File: src/rtl/rx_sync_pkg.sv
package rx_sync_pkg;
  typedef enum logic {
    FILL_ON_SYNC = 1'b0,
    FILL_ALWAYS  = 1'b1
  } fill_mode_e;
endpackage

File: src/rtl/rx_sync_detect.sv
module rx_sync_detect #(
  parameter int PAT_W = 8
) (
  input  logic             clk_i,
  input  logic             rst_ni,
  input  logic             arm_i,
  input  logic             stb_i,
  input  logic             bit_i,
  input  logic [PAT_W-1:0] pattern_i,
  output logic             hit_o
);
  localparam int CNT_W = $clog2(PAT_W + 1);

  logic [PAT_W-1:0] win_q;
  logic [CNT_W-1:0] seen_q;
  logic             hit_q;
  logic [PAT_W-1:0] win_next;
  logic             match;

  assign win_next = {win_q[PAT_W-2:0], bit_i};
  // window is full once this strobe brings PAT_W bits in
  assign match = (seen_q >= CNT_W'(PAT_W - 1)) && (win_next == pattern_i);

  always_ff @(posedge clk_i or negedge rst_ni) begin
    if (!rst_ni) begin
      win_q  <= '0;
      seen_q <= '0;
      hit_q  <= 1'b0;
    end else if (!arm_i) begin
      win_q  <= '0;
      seen_q <= '0;
      hit_q  <= 1'b0;
    end else if (stb_i && !hit_q) begin
      win_q <= win_next;
      if (seen_q != CNT_W'(PAT_W)) seen_q <= seen_q + 1'b1;
      if (match) hit_q <= 1'b1;
    end
  end

  assign hit_o = hit_q;

  assert_hit_latched_R4 : assert property (@(posedge clk_i) disable iff (!rst_ni)
    (hit_q && arm_i) |=> hit_q);

  assert_disarm_clears_R4 : assert property (@(posedge clk_i) disable iff (!rst_ni)
    !arm_i |=> !hit_q);
endmodule

File: src/rtl/rx_bit_fifo.sv
module rx_bit_fifo #(
  parameter int DEPTH = 16
) (
  input  logic                       clk_i,
  input  logic                       rst_ni,
  input  logic                       clr_i,
  input  logic                       ovf_clr_i,
  input  logic                       wr_i,
  input  logic                       wr_bit_i,
  input  logic                       rd_i,
  output logic                       rd_bit_o,
  output logic [$clog2(DEPTH+1)-1:0] count_o,
  output logic                       ovf_o
);
  localparam int PTR_W = $clog2(DEPTH);
  localparam int CNT_W = $clog2(DEPTH + 1);

  logic             mem_q [DEPTH];
  logic [PTR_W-1:0] wr_ptr_q, rd_ptr_q;
  logic [CNT_W-1:0] count_q;
  logic             ovf_q, rd_bit_q;
  logic             full, do_rd, do_wr, drop;

  function automatic logic [PTR_W-1:0] ptr_inc(input logic [PTR_W-1:0] p);
    return (p == PTR_W'(DEPTH - 1)) ? '0 : p + 1'b1;
  endfunction

  assign full  = (count_q == CNT_W'(DEPTH));
  assign do_rd = rd_i && (count_q != '0);
  assign do_wr = wr_i && (!full || do_rd);
  assign drop  = wr_i && full && !do_rd;

  for (genvar g = 0; g < DEPTH; g++) begin : g_cell
    always_ff @(posedge clk_i or negedge rst_ni) begin
      if (!rst_ni) mem_q[g] <= 1'b0;
      else if (!clr_i && do_wr && (wr_ptr_q == PTR_W'(g))) mem_q[g] <= wr_bit_i;
    end
  end

  always_ff @(posedge clk_i or negedge rst_ni) begin
    if (!rst_ni) begin
      wr_ptr_q <= '0;
      rd_ptr_q <= '0;
      count_q  <= '0;
      ovf_q    <= 1'b0;
      rd_bit_q <= 1'b0;
    end else if (clr_i) begin
      wr_ptr_q <= '0;
      rd_ptr_q <= '0;
      count_q  <= '0;
      ovf_q    <= 1'b0;
      rd_bit_q <= 1'b0;
    end else begin
      if (do_wr) wr_ptr_q <= ptr_inc(wr_ptr_q);
      if (do_rd) rd_ptr_q <= ptr_inc(rd_ptr_q);
      case ({do_wr, do_rd})
        2'b10:   count_q <= count_q + 1'b1;
        2'b01:   count_q <= count_q - 1'b1;
        default: count_q <= count_q;
      endcase
      if (ovf_clr_i)  ovf_q <= 1'b0;
      else if (drop)  ovf_q <= 1'b1;
      if (rd_i) rd_bit_q <= do_rd ? mem_q[rd_ptr_q] : 1'b0;
    end
  end

  assign rd_bit_o = rd_bit_q;
  assign count_o  = count_q;
  assign ovf_o    = ovf_q;

  assert_count_bound_R1 : assert property (@(posedge clk_i) disable iff (!rst_ni)
    count_q <= CNT_W'(DEPTH));

  assert_drop_preserves_R6 : assert property (@(posedge clk_i) disable iff (!rst_ni)
    (drop && !clr_i && !ovf_clr_i) |=> (ovf_q && full && $stable(wr_ptr_q)));

  assert_pop_decrements_R2 : assert property (@(posedge clk_i) disable iff (!rst_ni)
    (do_rd && !do_wr && !clr_i) |=> (count_q == $past(count_q) - 1'b1));
endmodule

File: src/rtl/rx_fill_level.sv
module rx_fill_level #(
  parameter int DEPTH = 16,
  parameter int LVL_W = 4
) (
  input  logic                       en_i,
  input  logic [$clog2(DEPTH+1)-1:0] count_i,
  input  logic [LVL_W-1:0]           level_i,
  output logic                       irq_o
);
  localparam int CNT_W = $clog2(DEPTH + 1);
  localparam int CMP_W = ((CNT_W > LVL_W) ? CNT_W : LVL_W) + 1;

  logic [CMP_W-1:0] thr, cnt;

  // a zero level means a full buffer
  assign thr   = (level_i == '0) ? CMP_W'(DEPTH) : CMP_W'(level_i);
  assign cnt   = CMP_W'(count_i);
  assign irq_o = en_i && (cnt >= thr);
endmodule

File: src/rtl/rx_sync_fifo.sv
module rx_sync_fifo
  import rx_sync_pkg::*;
#(
  parameter int DEPTH = 16,
  parameter int PAT_W = 8,
  parameter int LVL_W = 4
) (
  input  logic             clk_i,
  input  logic             rst_ni,
  input  logic             rx_bit_i,
  input  logic             bit_stb_i,
  input  logic             fifo_en_i,
  input  logic             fill_en_i,
  input  logic             fill_always_i,
  input  logic [LVL_W-1:0] irq_level_i,
  input  logic [PAT_W-1:0] sync_pattern_i,
  input  logic             pop_i,
  output logic             pop_bit_o,
  output logic             fifo_irq_o,
  output logic             overflow_o
);
  localparam int CNT_W = $clog2(DEPTH + 1);

  fill_mode_e       mode;
  logic             armed, sync_hit, wr, ovf;
  logic [CNT_W-1:0] count;

  assign mode  = fill_mode_e'(fill_always_i);
  assign armed = fifo_en_i && fill_en_i;
  assign wr    = bit_stb_i && armed && ((mode == FILL_ALWAYS) || sync_hit);

  rx_sync_detect #(.PAT_W(PAT_W)) u_detect (
    .clk_i     (clk_i),
    .rst_ni    (rst_ni),
    .arm_i     (armed),
    .stb_i     (bit_stb_i),
    .bit_i     (rx_bit_i),
    .pattern_i (sync_pattern_i),
    .hit_o     (sync_hit)
  );

  rx_bit_fifo #(.DEPTH(DEPTH)) u_fifo (
    .clk_i     (clk_i),
    .rst_ni    (rst_ni),
    .clr_i     (!fifo_en_i),
    .ovf_clr_i (!fill_en_i),
    .wr_i      (wr),
    .wr_bit_i  (rx_bit_i),
    .rd_i      (pop_i && fifo_en_i),
    .rd_bit_o  (pop_bit_o),
    .count_o   (count),
    .ovf_o     (ovf)
  );

  rx_fill_level #(.DEPTH(DEPTH), .LVL_W(LVL_W)) u_level (
    .en_i    (fifo_en_i),
    .count_i (count),
    .level_i (irq_level_i),
    .irq_o   (fifo_irq_o)
  );

  assign overflow_o = ovf && fifo_en_i;

  assert_no_fill_before_sync_R3 : assert property (@(posedge clk_i) disable iff (!rst_ni)
    ((mode == FILL_ON_SYNC) && !sync_hit && bit_stb_i) |=> (count <= $past(count)));

  assert_disable_flushes_R8 : assert property (@(posedge clk_i) disable iff (!rst_ni)
    !fifo_en_i |=> ((count == '0) && !overflow_o && !fifo_irq_o));

  assert_fill_off_no_growth_R9 : assert property (@(posedge clk_i) disable iff (!rst_ni)
    !fill_en_i |=> (count <= $past(count)));
endmodule

File: config.mk
export PLATFORM = sky130hd
export DESIGN_NAME = rx_sync_fifo
export DESIGN_NICKNAME = d
export VERILOG_FILES = /design/src/rtl/rx_sync_pkg.sv /design/src/rtl/rx_sync_detect.sv /design/src/rtl/rx_bit_fifo.sv /design/src/rtl/rx_fill_level.sv /design/src/rtl/rx_sync_fifo.sv
export SDC_FILE = /design/constraint.sdc
export NUM_CORES = 1
export LEC_CHECK = 0
export BUFFER_PORTS_ARGS = -buffer_cell sky130_fd_sc_hd__buf_2
export CAP_MARGIN = 20
export CORE_ASPECT_RATIO = 0.6
export CORE_MARGIN = 2
export CORE_UTILIZATION = 45
export CTS_BUF_LIST = sky130_fd_sc_hd__clkbuf_4 sky130_fd_sc_hd__clkbuf_8
export DETAILED_ROUTE_END_ITERATION = 8
export PLACE_DENSITY = 0.67
export SYNTH_ARGS = -nofsm -noshare
export SYNTH_HDL_FRONTEND = slang
export SYNTH_SLANG_ARGS = --single-unit
export TNS_END_PERCENT = 1
File: constraint.sdc
create_clock -name clk_i -period 2.7 [get_ports clk_i]
set_clock_uncertainty 0.15 [all_clocks]
set_input_delay 0.27 -clock clk_i [delete_from_list [all_inputs] [get_ports clk_i]]
set_output_delay 0.27 -clock clk_i [all_outputs]
set_load 0.005 [all_outputs]
* Word level (Yosys, flattened, before mapping) *
Cells that the tools add are included.

cells by class
  equality and inequality tests = 29
  bitwise gates (word level) = 1
  $lt $le $gt $ge = 3
  reductions and logical operators = 39
  muxes and demuxes = 26
  $add $sub $neg = 5

operator list
  operator                                                number
  == test 4 bit (second input constant)                   9
  two-way mux 4 bit                                       9
  logical AND 1 bit                                       29
  == test 4 x 3 -> 1 bit (second input constant)          4
  two-way mux 7 bit                                       2
  adder 4 x 1 -> 4 bit (second input constant)            3
  inequality test 2 x 1 -> 1 bit (second input constant)  6
  two-way mux 1 bit                                       11
  two-way mux 5 bit                                       2
  case mux 5 bit (2 select lines)                         1
  == test 4 x 2 -> 1 bit (second input constant)          2
  == test 8 bit                                           1
  logical NOT 4 bit                                       2
  >= comparator 5 x 6 -> 1 bit                            1
  adder 5 x 1 -> 5 bit (second input constant)            1
  == test 5 bit (second input constant)                   1
  >= comparator 5 bit (second input constant)             1
  NOT 4 -> 5 bit                                          1
  nonzero test 5 bit                                      1
  subtractor 5 x 1 -> 5 bit (second input constant)       1
  binary-select mux 1 bit (select 4 bit)                  1
  == test 4 x 1 -> 1 bit (second input constant)          1
  >= comparator 4 x 3 -> 1 bit (second input constant)    1
  inequality test 4 bit (second input constant)           1
  7 further kinds                                         11

word-level totals
  logic and storage cells = 127
  input port bits = 20
  output and inout bits = 3
  bits in registers = 43

* Longest topological paths before layout *
Gate-level depths: netlist (run 1).

  depth after elaboration = 8
  gate-level depth with buffers = 9
  depth with buffers taken out = 9

* By module *
A second synthesis (run 1) with hierarchy kept.

unflattened totals
  cell total of the unflattened synthesis = 272
  area total of the unflattened synthesis = 2603.7 um^2

by module, submodules not included
  module          sequential area each (um^2)  cells an instance  times used  area each (um^2)
  rx_bit_fifo     775.7                        175                1           1788.0
  rx_sync_detect  300.3                        73                 1           644.4
  rx_fill_level   0.0                          18                 1           130.1
  rx_sync_fifo    0.0                          6                  1           41.3

* Worst setup path after synthesis (run 1) *
No wires, ideal clock.

  kind = reg2reg
  start point = register u_fifo.count_q[0], in the netlist u_fifo.count_o[0]
  end point = register u_fifo.count_q[4], in the netlist u_fifo.count_o[4]
  path buffers = 0
  data arrival time = 1.971 ns
  required time = 2.431 ns
  library setup time = 0.119 ns
  path slack = 0.460 ns
  stages on the path, launching flop included = 10
  clock period less this slack = 2.240 ns
  path through = dfrtp_1 > nor4_4 > a211o_1 > xnor2_1 > ha_1 > nor2_1 > and3_1 > mux2i_1 > xnor2_1 > and2_1

between the ends
  cells in the longest elaborated chain, start to end = 7
  elaborated cells on any way between the ends = 13
  classes of those cells = add/sub (2); eq/ne (4); mux (2); reduce/logical (5)

ends and longest elaborated chain
  element                                                  RTL line                              text
  start: declaration                                       rx_bit_fifo.sv:20                     logic [CNT_W-1:0] count_q;
  start signal: assignment                                 rx_bit_fifo.sv:57                     2'b10: count_q <= count_q + 1'b1;
  start signal: assignment                                 rx_bit_fifo.sv:58                     2'b01: count_q <= count_q - 1'b1;
  start signal: assignment                                 rx_bit_fifo.sv:59                     default: count_q <= count_q;
  == test 5 bit or nonzero test 5 bit (tied branches)      rx_bit_fifo.sv:28, rx_bit_fifo.sv:29
  logical NOT 1 bit or logical AND 1 bit (tied branches)   rx_bit_fifo.sv:30, rx_bit_fifo.sv:29
  logical OR 1 bit                                         rx_bit_fifo.sv:30                     assign do_wr = wr_i && (!full || do_rd);
  logical AND 1 bit                                        rx_bit_fifo.sv:30
  == test 2 x 1 -> 1 bit or == test 2 bit (tied branches)  rx_bit_fifo.sv:56                     case ({do_wr, do_rd})
  case mux 5 bit (2 select lines)                          rx_bit_fifo.sv:56
  two-way mux 5 bit                                        rx_bit_fifo.sv:47                     end else if (clr_i) begin

Parallel ways exist; a longest one is shown, timed or not.
A chain may end at the register's enable or synchronous reset.

* Final worst setup path (run 1) *
  start point = register u_detect.hit_q, in the netlist u_detect.hit_o
  end point = register u_fifo.count_q[4], in the netlist u_fifo.count_o[4]

between the ends
  cells in the longest elaborated chain, start to end = 6
  elaborated cells on any way between the ends = 8
  classes of those cells = eq/ne (3); mux (2); reduce/logical (3)

ends and longest elaborated chain
  element                                                  RTL line              text
  start: declaration                                       rx_sync_detect.sv:16  logic hit_q;
  start signal: assignment                                 rx_sync_detect.sv:28  hit_q <= 1'b0;
  start signal: assignment                                 rx_sync_detect.sv:32  hit_q <= 1'b0;
  start signal: assignment                                 rx_sync_detect.sv:36  if (match) hit_q <= 1'b1;
  logical OR 1 bit *                                       rx_sync_fifo.sv:30    assign wr = bit_stb_i && armed && ((mode == FILL_ALWAYS) || sync_hit);
  logical AND 1 bit *                                      rx_sync_fifo.sv:30
  logical AND 1 bit *                                      rx_bit_fifo.sv:30
  == test 2 x 1 -> 1 bit or == test 2 bit (tied branches)  rx_bit_fifo.sv:56
  case mux 5 bit (2 select lines)                          rx_bit_fifo.sv:56
  two-way mux 5 bit                                        rx_bit_fifo.sv:47

Mark *: on every way between the ends. The rest lies on a longest branch, timed or not.

==> out/metrics.cfg, run 1 <==
[timing]
setup_viol=0
drv_slew=0
min_period_ns=2.297
slew_headroom_pct=64.42
max_slew.worst_pin.slew_ns=0.5337
rsz0062_at_grt=false
setup_slack_ns=0.4025
fmax_ghz=0.4353
tns_ns=0
hold_violations=0
min_period_over_period_pct=85.09

[floorplan]
die_area_mm2=0.006217
row_count=21
io_pins=23
die_y_um=61.88
start_util_pct=45.75
core_area_mm2=0.005492
die_x_um=100.5

[drt]
wirelength_um=4818
first_pass_iters=4
vias=1823
drc=0
viasPerCell=5.330
drtAntennaViolNets=0
drtIter0Drc=109
detail_route.wl_per_cell_um=14.09

[layout]
stdcell_count=342
final_nets=305
post-route-cell-area_mm2=0.002818
n_antenna_cell=0
layout-drive-gt1-share_pct=21.98
syn_to_final_growth_pct=12.15

[place]
dpl.hpwl_um=3547
place_worst_setup_slack_ns=0.4302
place_inst=333
placedInstanceArea_mm2=0.002695
gp_congestion=0.7756
io_buffers=22

[critical_path]
r2r_slack_ns=0.40
crit_path_start_kind=flop
cp-end-kind=flop
path_max_fanout=6
critPathArrivalTime_ns=2.34
required_ns=2.74
worst-setup-path-type=reg2reg

[yosys]
yosys.area.top_type=dfrtp_1
synth_simple_gate_area_share_pct=17.63
yosysWarningCount=0
ys_async_sr_fraction_pct=100.0
muxShareOfSynthArea_pct=13.99
syn_area_mm2=0.002512
synth_cell_type_count=41
synth_area_per_cell_um2=10.09
netlist_instances=249
synth_top_family_by_area=simple AND/OR/NAND/NOR gates
synth_adder_area_share_pct=6.474
syn-num-nets=282
synth_seq_cells=43
synth.top_cell.area_share_pct=42.83
synth_edf_count=0
synth_commonest_cells=dfrtp_1 (43), nand2_1 (43), mux2_2 (17), a21oi_1 (14), ha_1 (13)
synth_area_leaders=dfrtp_1 (43%), mux2_2 (7.6%), ha_1 (6.5%)
synth_flop_cell=dfrtp_1
synth-compound-area-share_pct=9.811
synth-xor-area-share_pct=5.578
ys_seq_area_share_pct=42.83

[power_and_ir_drop]
power_w=0.001658
seq_power_share_pct=45.9
pwr-share-clk_pct=30.6
p_leak_nw=1.295
p_per_area_mw_per_mm2=588.4
peakVddDrop_mv=0.2823
switching_share_pct=29.81
combPwrFrac_pct=23.5
intPower_w=0.001164
switchingPower_w=0.0004942

[clocking]
clkTransAtPathRegs_ns=0.09
htreeDepth=2
worst_skew_pair.late_latency_ns=0.30
cts_resized=0
clock_path_buffers=2
cts_sinks=43
cts_root_buffer=clkbuf_8
post_cts_buffers=0
cts_tree=yes
cts_buffers=5

[job]
cap_violations=0

[global_route]
grt_max_degree=24
grt_pass1_vias=1654
grt_first_pass_wirelength_um=8176
antenna_found_initial=0
grt-ovfl-total=0
grt_usage_pct=17.20

[outcome]
status=complete, no violations

[min_path]
hp-class=in2reg

-- layout make-up --
| type | instances | area, um^2 |
|---|---|---|
| clock buffer | 5 | 68.82 |
| clock inverter | 3 | 43.79 |
| fill | 490 | 2674 |
| inverter | 11 | 41.29 |
| multi-input combinational | 183 | 1344 |
| sequential | 43 | 1076 |
| tap | 69 | 86.33 |
| timing repair buffer | 28 | 157.7 |
-- per-stage QoR --
stage	util, %	hold WS [ns]
6_report	51.31	0.1782
3_3_place_gp	49.08	0.1327
5_1_grt	51.31	0.2014
3_5_place_dp	49.08	0.1363
4_1_cts	51.31	0.1806
2_1_floorplan	-	-0.1756
-- flip-flops by register name, summed over array words and instances (netlist names) --
register         count
u_detect.win_q       7
u_fifo.ovf_o         1
u_fifo.rd_bit_o      1
u_fifo.rd_ptr_q      4
u_detect.seen_q      4
u_fifo.count_o       5
u_fifo.mem_q        16
u_detect.hit_o       1
u_fifo.wr_ptr_q      4
-- critical path, stage by stage (launching register included) --
cell	delay, ns
dfrtp_1	0.44
o211a_1	0.29
a211o_1	0.29
xnor2_1	0.14
ha_1	0.22
nor2_1	0.13
and3_1	0.17
mux2i_1	0.08
xnor2_1	0.13
and2_1	0.15
-- routing by layer --
| layer | part of all wire (%) | GRT usage, % | wire (um) |
|---|---|---|---|
| met5 | 0 | 0 | 0 |
| met4 | 0.29 | 3.523 | 14 |
| met3 | 4.3 | 4.027 | 206 |
| met2 | 42 | 25.41 | 2031 |
| met1 | 53 | 25.99 | 2565 |
-- cell families after synthesis --
| family | Yosys count |
|---|---|
| compound gates | 39 |
| xor+xnor | 16 |
| fa+ha+maj | 13 |
| buf+inv | 23 |
| flops | 43 |
| mux | 28 |
| simple gates | 87 |
-- final timing paths --
path                                             startpoint                        endpoint  cells after the start
worst min register to register  u_fifo.mem_q[5]$_DFFE_PN0P_     u_fifo.mem_q[5]$_DFFE_PN0P_                      1
worst max-delay path             u_detect.hit_o$_DFFE_PN0P_   u_fifo.count_o[4]$_DFFE_PN0P_                      9
max in group asynchronous                            rst_ni  u_fifo.wr_ptr_q[0]$_DFFE_PN0P_                      3
worst max register to register   u_detect.hit_o$_DFFE_PN0P_   u_fifo.count_o[4]$_DFFE_PN0P_                      9
min in group asynchronous                            rst_ni   u_detect.win_q[6]$_DFFE_PN0P_                      2
worst min-delay path                              bit_stb_i      u_detect.hit_o$_DFFE_PN0P_                      3
-- power groups by stage --
stage	clock network (W)	registers (W)	logic [W]
2_1_floorplan	0	0.000735	0.000312
3_3_place_gp	0	0.000773	0.000384
3_5_place_dp	0	0.000775	0.000390
4_1_cts	0.000519	0.000762	0.000394
5_1_grt	0.000550	0.000773	0.000445
6_report	0.000508	0.000761	0.000389
-- repair_timing --
item | CTS | global route
endpoints found under the setup margin | 0 | 0
hold endpoints to repair | 22 | 0
hold buffers | 1 | 0
-- cells in the final DEF (no fill, tap or decap), types with 2 or more instances in the layout --
cell type	Yosys	routed
nand4b_1	4	4
dfrtp_1	43	43
nand2_1	43	43
a211oi_1	2	2
ha_1	13	13
a31oi_1	2	2
and3_1	3	3
o2111ai_1	2	2
xnor2_1	7	7
mux4_2	4	4
mux2i_1	7	7
nand2b_1	3	3
nor2_1	11	11
xor2_1	9	9
nor4_1	2	2
nand3_1	3	3
buf_2	2	22
a41oi_1	2	2
mux2_2	17	17
a21oi_2	2	2
or4_1	2	2
a21oi_1	14	14
buf_4	1	5
o21ai_0	9	9
clkbuf_8	0	5
or3_1	2	2
inv_1	11	11
nor2b_1	5	5
and2_1	4	4
Note: power is estimated with default switching activity, not from simulation.
==> run 2, diff against run 1 <==
--- a/config.mk
+++ b/config.mk
@@ -7,12 +7,14 @@
 export LEC_CHECK = 0
 export BUFFER_PORTS_ARGS = -buffer_cell sky130_fd_sc_hd__buf_2
 export CAP_MARGIN = 20
+export CELL_PAD_IN_SITES_DETAIL_PLACEMENT = 1
+export CELL_PAD_IN_SITES_GLOBAL_PLACEMENT = 2
 export CORE_ASPECT_RATIO = 0.6
 export CORE_MARGIN = 2
-export CORE_UTILIZATION = 45
+export CORE_UTILIZATION = 40
 export CTS_BUF_LIST = sky130_fd_sc_hd__clkbuf_4 sky130_fd_sc_hd__clkbuf_8
 export DETAILED_ROUTE_END_ITERATION = 8
-export PLACE_DENSITY = 0.67
+export PLACE_DENSITY = 0.86
 export SYNTH_ARGS = -nofsm -noshare
 export SYNTH_HDL_FRONTEND = slang
 export SYNTH_SLANG_ARGS = --single-unit
==> run 2 against run 1 <==
Effect of this change: die area rose by 12%; cell count rose by 3.5%; sequential share of layout area rose by 0.38 points; critical path type is now reg2out; flip-flop and latch count did not move; the flow now finishes with violations (negative hold slack); largest cell class unchanged.
==> out/metrics.cfg, run 2 (same netlist as run 1, synthesis figures left out) <==
[outcome]
status=finished, violations left
violations=negative hold slack

[floorplan]
core_area_mm2=0.006083  ; +11%
row_count=22  ; +4.8%
die_area_mm2=0.006952  ; +12%
io_pins=23  ; unchanged
start_util_pct=41.30  ; -4.5 points
die_x_um=106.3  ; +5.8%
die_y_um=65.39  ; +5.7%

[layout]
layout-drive-gt1-share_pct=21.48  ; -0.50 points
regMostFlops=u_fifo.mem_q
syn_to_final_growth_pct=11.06
largest_reg_flops=16  ; unchanged
n_antenna_cell=0  ; unchanged
layout_common_cells=nand2_1 (43), dfrtp_1 (43), buf_2 (22), mux2_2 (17), a21oi_1 (14)
final_nets=304  ; -0.33%

[timing]
setup_slack_ns=0.3734  ; -0.02916 ns
fmax_ghz=0.4298  ; -1.3%
slew_headroom_pct=35.75  ; -29 points
min_period_over_period_pct=86.17  ; +1.1 points
setup_viol=0  ; unchanged
max_slew.worst_pin.slew_ns=0.9638  ; +0.4301 ns
drv_slew=0  ; unchanged
min_period_ns=2.327  ; +0.02916 ns
hold_violations=43  ; +43
hold_slack_ns=-0.01774  ; -0.1959 ns
tns_ns=0  ; unchanged
rsz0062_at_grt=false

[global_route]
grt_pass1_vias=1890  ; +14%
grt_usage_pct=17.36  ; +0.16 points
grt_first_pass_wirelength_um=9466  ; +16%
antenna_found_initial=0  ; unchanged
grt-ovfl-total=0  ; unchanged
grt_max_degree=44  ; +83%

[job]
cap_violations=0  ; unchanged

[drt]
wirelength_um=5296  ; +9.9%
first_pass_iters=4  ; unchanged
wl_met1_um=2857  ; +11%
vias=1828  ; +0.27%
wl_met2_um=2250  ; +11%
detail_route.wl_per_cell_um=14.96  ; +6.2%
drc=0  ; unchanged
top_layer=met4
wl_met3_um=161  ; -22%
viasPerCell=5.164  ; -3.1%
drtAntennaViolNets=0  ; unchanged
drtIter0Drc=54  ; -50%

[clocking]
clock_path_buffers=2  ; unchanged
cts_sinks=43  ; unchanged
htreeDepth=2  ; unchanged
cts_hold_buffers=0  ; -1
cts_tree=yes
cts_resized=0  ; unchanged
post_cts_buffers=0  ; unchanged
worst_skew_pair.late_latency_ns=0.29  ; about the same
cts_buffers=5  ; unchanged
clkTransAtPathRegs_ns=0.08  ; about the same
cts_root_buffer=clkbuf_8

[power_and_ir_drop]
peakVddDrop_mv=0.2623  ; -7.1%
switchingPower_w=0.0004796  ; -3.0%
pwr-share-clk_pct=24.6  ; -6.0 points
intPower_w=0.001080  ; -7.2%
p_leak_nw=1.274  ; -1.6%
p_per_area_mw_per_mm2=558.8  ; -5.0%
combPwrFrac_pct=27.5  ; +4.0 points
seq_power_share_pct=47.9  ; +2.0 points
switching_share_pct=30.76  ; +0.95 points

[place]
gp_congestion=0.7373  ; -4.9%
dpl.hpwl_um=3887  ; +9.6%
place_worst_setup_slack_ns=0.3963  ; -0.03389 ns
io_buffers=22  ; unchanged

[critical_path]
critPathArrivalTime_ns=1.91  ; -0.43 ns
cp-end-kind=output port
worstRegToRegCells=9  ; unchanged
required_ns=2.28  ; -0.46 ns
worst-setup-path-type=reg2out
path_max_fanout=6  ; unchanged
crit_path_start_kind=flop

[min_path]
hp-class=in2async

## run 2: per-stage QoR
stage | instance area (um^2) | total power [W] | utilization (%) | cells | hold slack, ns
after floorplan | 2512 | 0.001048 | - | 249 | -0.1756
after global placement | 2714 | 0.001178 | 44.61 | 348 | 0.3315
after detailed placement | 2714 | 0.001187 | 44.61 | 348 | 0.3335
after CTS | 2790 | 0.001584 | 45.87 | 354 | 0.01574
after global routing | 2790 | 0.001677 | 45.87 | 354 | 0.05255
final | 2790 | 0.001559 | 45.87 | 354 | -0.01774
## run 2: worst max-delay path: stages, from the launching register on
cell	delay, ns
dfrtp_1	0.49
inv_1	0.08
ha_1	0.28
nand2b_1	0.13
a21oi_1	0.15
nor2b_1	0.06
o21ai_0	0.20
a21oi_1	0.09
buf_2	0.13
## run 2: final timing paths
path,from,to,slack [ns]
max in group asynchronous,rst_ni,u_fifo.count_o[4]$_DFFE_PN0P_,1.83
hold reg to reg,u_fifo.mem_q[15]$_DFFE_PN0P_,u_fifo.mem_q[15]$_DFFE_PN0P_,0.36
setup / recovery,u_fifo.count_o[0]$_DFFE_PN0P_,fifo_irq_o,0.37
min in group clk_i,bit_stb_i,u_detect.hit_o$_DFFE_PN0P_,0.20
setup reg to reg,u_detect.hit_o$_DFFE_PN0P_,u_fifo.count_o[4]$_DFFE_PN0P_,0.39
hold / removal,rst_ni,u_fifo.mem_q[4]$_DFFE_PN0P_,-0.02
## run 2: metal layers
| metal | up-vias | track usage [%] |
|---|---|---|
| met3 | 5 | 3.671 |
| met5 | - | 0 |
| met2 | 23 | 26.12 |
| met1 | 897 | 26.02 |
| li1 | 903 | - |
| met4 | 0 | 2.961 |
## run 2: final cells by class
type / count / area [um^2]
Sequential cell: 43 / 1076
Tap cell: 84 / 105.1
Timing Repair Buffer: 27 / 147.6
Clock buffer: 6 / 76.32
Inverter: 11 / 41.29
Fill cell: 706 / 3293
Multi-Input combinational cell: 183 / 1344
## run 2: power by group through the flow
stage          sequential, W  clock [W]  combinational (W)
6_report            0.000747   0.000384           0.000429
5_1_grt             0.000755   0.000434           0.000487
4_1_cts             0.000747   0.000402           0.000435
3_5_place_dp        0.000760          0           0.000427
3_3_place_gp        0.000758          0           0.000420
2_1_floorplan       0.000735          0           0.000312
